$ cat src/rtl/dtu_pkg.sv
package dtu_pkg;

  typedef enum logic [1:0] {
    KIND_WAIT   = 2'd0,
    KIND_BRANCH = 2'd1,
    KIND_LOAD   = 2'd2,
    KIND_RSVD   = 2'd3
  } dtu_kind_e;

endpackage

$ cat src/rtl/dtu_timer_cell.sv
module dtu_timer_cell #(
  parameter int TIMER_W = 32
) (
  input  logic               clk,
  input  logic               rst_n,
  input  logic               load_en,
  input  logic [TIMER_W-1:0] load_val,
  output logic [TIMER_W-1:0] count,
  output logic               is_zero
);

  logic [TIMER_W-1:0] count_q;
  logic [TIMER_W-1:0] count_d;
  logic               count_en;

  assign is_zero = (count_q == '0);

  // next state: load overrides, otherwise step down and hold at zero
  always_comb begin
    count_en = load_en || !is_zero;
    if (load_en) begin
      count_d = load_val;
    end else if (!is_zero) begin
      count_d = count_q - TIMER_W'(1);
    end else begin
      count_d = count_q;
    end
  end

  always_ff @(posedge clk or negedge rst_n) begin
    if (!rst_n) begin
      count_q <= '0;
    end else if (count_en) begin
      count_q <= count_d;
    end
  end

  assign count = count_q;

endmodule

$ cat src/rtl/dtu_issue_decode.sv
module dtu_issue_decode
  import dtu_pkg::*;
#(
  parameter int THREADS = 6,
  parameter int TID_W   = 3
) (
  input  logic               issue_valid,
  input  logic [TID_W-1:0]   issue_tid,
  input  logic [1:0]         issue_kind,
  input  logic [THREADS-1:0] zero_vec,
  output logic               stall,
  output logic               miss_hit,
  output logic [THREADS-1:0] load_vec
);

  localparam int SLOTS = 1 << TID_W;

  logic [SLOTS-1:0] zero_pad;
  logic             tid_ok;
  logic             act;
  logic             sel_zero;
  logic             do_load;
  dtu_kind_e        kind;

  // unused slots read as zero so they never stall; they are gated by tid_ok anyway
  for (genvar s = 0; s < SLOTS; s++) begin : g_pad
    if (s < THREADS) begin : g_real
      assign zero_pad[s] = zero_vec[s];
    end else begin : g_spare
      assign zero_pad[s] = 1'b1;
    end
  end

  assign kind     = dtu_kind_e'(issue_kind);
  assign tid_ok   = (int'(issue_tid) < THREADS);
  assign act      = issue_valid && tid_ok;
  assign sel_zero = zero_pad[issue_tid];

  always_comb begin
    stall    = 1'b0;
    miss_hit = 1'b0;
    do_load  = 1'b0;
    unique case (kind)
      KIND_WAIT: begin
        stall   = act && !sel_zero;
        do_load = act && sel_zero;
      end
      KIND_BRANCH: begin
        do_load  = act;
        miss_hit = act && sel_zero;
      end
      KIND_LOAD: begin
        do_load = act;
      end
      default: begin
        do_load = 1'b0;
      end
    endcase
  end

  always_comb begin
    for (int t = 0; t < THREADS; t++) begin
      load_vec[t] = do_load && (issue_tid == TID_W'(t));
    end
  end

endmodule

$ cat src/rtl/dtu_miss_reg.sv
module dtu_miss_reg #(
  parameter int TID_W = 3
) (
  input  logic             clk,
  input  logic             rst_n,
  input  logic             miss_hit,
  input  logic [TID_W-1:0] hit_tid,
  output logic             miss_valid,
  output logic [TID_W-1:0] miss_tid
);

  logic             valid_q;
  logic [TID_W-1:0] tid_q;
  logic [TID_W-1:0] tid_d;
  logic             tid_en;

  always_comb begin
    tid_en = miss_hit;
    tid_d  = hit_tid;
  end

  always_ff @(posedge clk or negedge rst_n) begin
    if (!rst_n) begin
      valid_q <= 1'b0;
      tid_q   <= '0;
    end else begin
      valid_q <= miss_hit;
      if (tid_en) begin
        tid_q <= tid_d;
      end
    end
  end

  assign miss_valid = valid_q;
  assign miss_tid   = tid_q;

endmodule

$ cat src/rtl/deadline_timer_unit.sv
module deadline_timer_unit #(
  parameter  int THREADS = 6,
  parameter  int TIMER_W = 32,
  localparam int TID_W   = (THREADS < 2) ? 1 : $clog2(THREADS)
) (
  input  logic               clk,
  input  logic               rst_n,
  input  logic               issue_valid,
  input  logic [TID_W-1:0]   issue_tid,
  input  logic [1:0]         issue_kind,
  input  logic [TIMER_W-1:0] issue_value,
  output logic               stall,
  output logic               miss_valid,
  output logic [TID_W-1:0]   miss_tid
);

  logic [THREADS-1:0]         zero_vec;
  logic [THREADS-1:0]         load_vec;
  logic [THREADS*TIMER_W-1:0] timer_flat;
  logic                       miss_hit;

  dtu_issue_decode #(
    .THREADS (THREADS),
    .TID_W   (TID_W)
  ) u_decode (
    .issue_valid (issue_valid),
    .issue_tid   (issue_tid),
    .issue_kind  (issue_kind),
    .zero_vec    (zero_vec),
    .stall       (stall),
    .miss_hit    (miss_hit),
    .load_vec    (load_vec)
  );

  for (genvar t = 0; t < THREADS; t++) begin : g_thread
    dtu_timer_cell #(
      .TIMER_W (TIMER_W)
    ) u_cell (
      .clk      (clk),
      .rst_n    (rst_n),
      .load_en  (load_vec[t]),
      .load_val (issue_value),
      .count    (timer_flat[t*TIMER_W +: TIMER_W]),
      .is_zero  (zero_vec[t])
    );
  end

  dtu_miss_reg #(
    .TID_W (TID_W)
  ) u_miss (
    .clk        (clk),
    .rst_n      (rst_n),
    .miss_hit   (miss_hit),
    .hit_tid    (issue_tid),
    .miss_valid (miss_valid),
    .miss_tid   (miss_tid)
  );

endmodule

$ cat config.mk
export PLATFORM = sky130hd
export DESIGN_NAME = deadline_timer_unit
export DESIGN_NICKNAME = d
export VERILOG_FILES = /design/src/rtl/dtu_pkg.sv /design/src/rtl/dtu_timer_cell.sv /design/src/rtl/dtu_issue_decode.sv /design/src/rtl/dtu_miss_reg.sv /design/src/rtl/deadline_timer_unit.sv
export SDC_FILE = /design/constraint.sdc
export NUM_CORES = 1
export LEC_CHECK = 0
export BUFFER_PORTS_ARGS = -buffer_cell sky130_fd_sc_hd__buf_4
export CORE_ASPECT_RATIO = 0.8
export CORE_MARGIN = 2
export CORE_UTILIZATION = 55
export DETAILED_ROUTE_END_ITERATION = 7
export MAX_ROUTING_LAYER = met4
export PLACE_DENSITY = 0.77
export SYNTH_ARGS = -nofsm -noshare
export SYNTH_HDL_FRONTEND = slang
export SYNTH_HIERARCHICAL = 1
export SYNTH_SLANG_ARGS = --single-unit
$ cat constraint.sdc
create_clock -name clk -period 5.3 [get_ports clk]
set_input_delay 0.53 -clock clk [delete_from_list [all_inputs] [get_ports clk]]
set_output_delay 0.53 -clock clk [all_outputs]
set_load 0.05 [all_outputs]
==> results.sh <==
export IMPL_path_delay_family="simple AND/OR/NAND/NOR gates"
export IMPL_arrival_ps=3670
export IMPL_crit_chain="inv_1 > ha_1 > nor3b_1 > nand3_1 > nor4_4 > buf_4 > mux4_2 > nor3_2 > a41o_2 > buf_4"
export IMPL_cpMostUsedCell="buf_4"
export IMPL_io_buffer_count=44
export IMPL_area_growth_pct=10.31
export IMPL_fin_crit_sh_pct=79.18
export IMPL_p_per_area_nw_per_um2=430.2
export IMPL_place_congestion=0.8643
export IMPL_worstSkewPairLatency_ps=440
export IMPL_clockRootBuffer="clkbuf_16"
export IMPL_htree_levels=4
export IMPL_startpoint_type="flop"
export IMPL_drc_errors=0
export IMPL_first_iter_violations=990
export IMPL_rsz0062_at_grt="no"
export IMPL_cap_violations=0
export IMPL_crit_slowest_cell="nor3b_1"
export IMPL_fp_dieArea_sq_um=22210
export IMPL_start_util_pct=56.03
export IMPL_die_x_um=166.1
export IMPL_end_kind="output pin"
export IMPL_cts_tree="done"
export IMPL_ys_top_cells_by_area="dfrtp_1 42%, xnor2_1 6.6%, nand2_1 6.0%"
export IMPL_vias_per_cell=6.295
export IMPL_finalHoldViolCount=0
export IMPL_clock_sinks=196
export IMPL_clk_pin_slew_ps=70
export IMPL_cts_buffers=17
export IMPL_antenna_found_initial=0
export IMPL_fill_cells=1700
export IMPL_cts_hold_buf=0
export IMPL_clock_skew_ps=10.41
export IMPL_clockBufferDepth=2
export IMPL_synth_fp_nets=1332
export IMPL_critPathLaunch="g_thread[1].u_cell/count[0]$_DFFE_PN0P_"
export IMPL_top_level_ports=45
export IMPL_cp_depth=10
export IMPL_grt_pass1_vias=8971
export IMPL_yosysSeqAreaShare_pct=42.41
export IMPL_r2r_cells=12
export IMPL_ctsResizeCount=0
export IMPL_outcome="complete, no violations"
export IMPL_cpPeakStageDelay_ps=590
export IMPL_wirelength_um=32050
export IMPL_worst_path_buf_inv=3
export IMPL_critPathKind="flop to output pin"
export IMPL_dp_cells=1544
export IMPL_drive_gt1_share_pct=12.33
export IMPL_fmax_mhz=238.3
export IMPL_synth_area_leader_cell="dfrtp_1"
export IMPL_std_cell_rows=47
export IMPL_synth_edf_count=0
export IMPL_ant_nets=0
export IMPL_final_core_utilization_pct=61.81
export IMPL_insertedDiodeCount=0
export IMPL_ys_ff_latch=196
export IMPL_synth_top_area_share_pct=42.41
export IMPL_syn_mean_instance_area_sq_um=9.015
export IMPL_core_area_sq_um=20640
export IMPL_synth_top_flop_cell="dfrtp_1"
export IMPL_yosys_top_cells_count="196 x dfrtp_1, 186 x nand2_1, 87 x xnor2_1, 65 x nor3_1, 62 x nor2_1"
export IMPL_post_cts_setup_buffers=0
export IMPL_ys_types=51
export IMPL_async_reset_ff_share_pct=100.0
export IMPL_critPathMaxFanout=18
export IMPL_slew_viol_final=0
export IMPL_peakVddDrop_uv=221.4
export IMPL_grt_overflow=0
export IMPL_dpl_hpwl_um=20960
export IMPL_worstPathRequired_ps=4770
export IMPL_yosysMostFrequentCell="dfrtp_1"
export IMPL_r2r_start="g_thread[1].u_cell/count[0]$_DFFE_PN0P_"
export IMPL_period_minus_slack_ps=4197
export IMPL_worst_slew_pin_slew_ps=869.9
export IMPL_setup_violations=0
export IMPL_grt_pass1_wl_um=50310
export IMPL_hold_class="primary input to async pin"
export IMPL_via_count=9914
export IMPL_grt_max_degree=102
export IMPL_synthCells=1283
export IMPL_ys_warn_count=6
export IMPL_nets=1343
export IMPL_routedWlPerCell_um=20.35
export IMPL_grt_total_usage_pct=30.02
export IMPL_dieHeight_um=133.7
export IMPL_first_pass_iters=6
export IMPL_power_leakage_nw=4.615
export IMPL_finalNonFillerCells=1575
export IMPL_tns_ps=0
export IMPL_slew_headroom_pct=41.47
export IMPL_netlist_area_sq_um=11570
-- through the flow --
step                area, sq um  hold WS [ps]  setup WS, ps  power [W]
global placement          12140         497.0          1382   0.004001
CTS                       12760         208.2          1125   0.005479
detailed placement        12140         502.7          1277   0.004081
floorplan                 11570         234.4          1411   0.003645
finish                    12760         168.2          1103   0.005489
global route              12760         230.1         919.6   0.005816
-- logic make-up (layout without fill, tap and decap cells) --
kind of cell,count (synthesis),after routing,synth area share (%)
AO/OA/AOI/OAI,255,255,14.12
XOR/XNOR,129,129,9.768
adder cells (fa/ha/maj),9,9,0.9736
buffers and inverters,99,122,3.602
flip-flops,196,196,42.41
multiplexers,41,41,3.862
AND/OR/NAND/NOR,554,554,25.27
-- area by class of cell --
| type | instances | area (sq um) | share of cell area, % |
|---|---|---|---|
| clock inverters | 12 | 178.9 | 1.402 |
| clock buffers | 19 | 442.9 | 3.472 |
| well taps | 269 | 336.6 | 2.638 |
| flip-flops and latches | 196 | 4905 | 38.44 |
| multi-input cells | 988 | 6299 | 49.37 |
| inverters | 28 | 105.1 | 0.8238 |
| repair buffers | 63 | 491.7 | 3.854 |
-- per-layer routing --
| metal | vias up | wire, um | part of all wire [%] | track usage, % |
|---|---|---|---|---|
| li1 | 4633 | - | - | - |
| met1 | 4832 | 14900 | 46 | 44.22 |
| met2 | 406 | 14020 | 44 | 43.04 |
| met3 | 43 | 2421 | 7.6 | 4.545 |
| met4 | 0 | 703 | 2.2 | 8.792 |
| met5 | - | 0 | 0 | - |
-- state kept, by name, indices dropped and copies added, names as in the netlist --
| signal | flops |
|---|---|
| g_thread.u_cell/count | 192 |
| u_miss/miss_valid | 1 |
| u_miss/miss_tid | 3 |
-- path summary, 6_finish.rpt --
path / to / slack (ps)
worst max-delay path: stall / 1100
worst min-delay path: g_thread[5].u_cell/count[25]$_DFFE_PN0P_ / 170
worst max register to register: g_thread[2].u_cell/count[15]$_DFFE_PN0P_ / 1180
worst min register to register: u_miss/miss_tid[0]$_DFFE_PN0P_ / 520
max in group asynchronous: g_thread[2].u_cell/count[22]$_DFFE_PN0P_ / 3930
min in group clk: g_thread[4].u_cell/count[3]$_DFFE_PN0P_ / 400
-- report_power, final --
group	internal (W)	switching (W)
Sequential	0.00205	0.000598
Clock	0.000802	0.000583
Combinational	0.000729	0.000731
Total	0.00358	0.00191
-- worst reg2reg max path, stage by stage, from the launching register on --
cell,delay (ps)
dfrtp_1,410
inv_1,130
ha_1,200
nor3b_1,590
nand3_1,430
nor4_4,340
buf_4,290
mux4_2,370
a31oi_4,140
nor3b_2,180
buf_4,450
or2_2,340
o21ai_0,130
-- placed cells by master, fill, tap and decap left out, types with 16 or more instances in the layout --
| cell type | Yosys | final |
|---|---|---|
| a21oi_1 | 37 | 37 |
| buf_4 | 4 | 61 |
| clkbuf_16 | 0 | 17 |
| dfrtp_1 | 196 | 196 |
| inv_1 | 28 | 28 |
| mux2_2 | 19 | 19 |
| mux2i_1 | 21 | 21 |
| nand2_1 | 186 | 186 |
| nand2b_1 | 16 | 16 |
| nand3_1 | 33 | 33 |
| nor2_1 | 62 | 61 |
| nor3_1 | 65 | 63 |
| nor4_1 | 45 | 42 |
| o21ai_0 | 60 | 60 |
| o21ai_1 | 46 | 46 |
| o31a_1 | 18 | 18 |
| o31ai_1 | 57 | 57 |
| or2_2 | 18 | 18 |
| or3_1 | 36 | 36 |
| or4_1 | 33 | 33 |
| xnor2_1 | 87 | 87 |
| xor2_1 | 42 | 42 |
No activity file was read; power rests on OpenSTA's default activity.
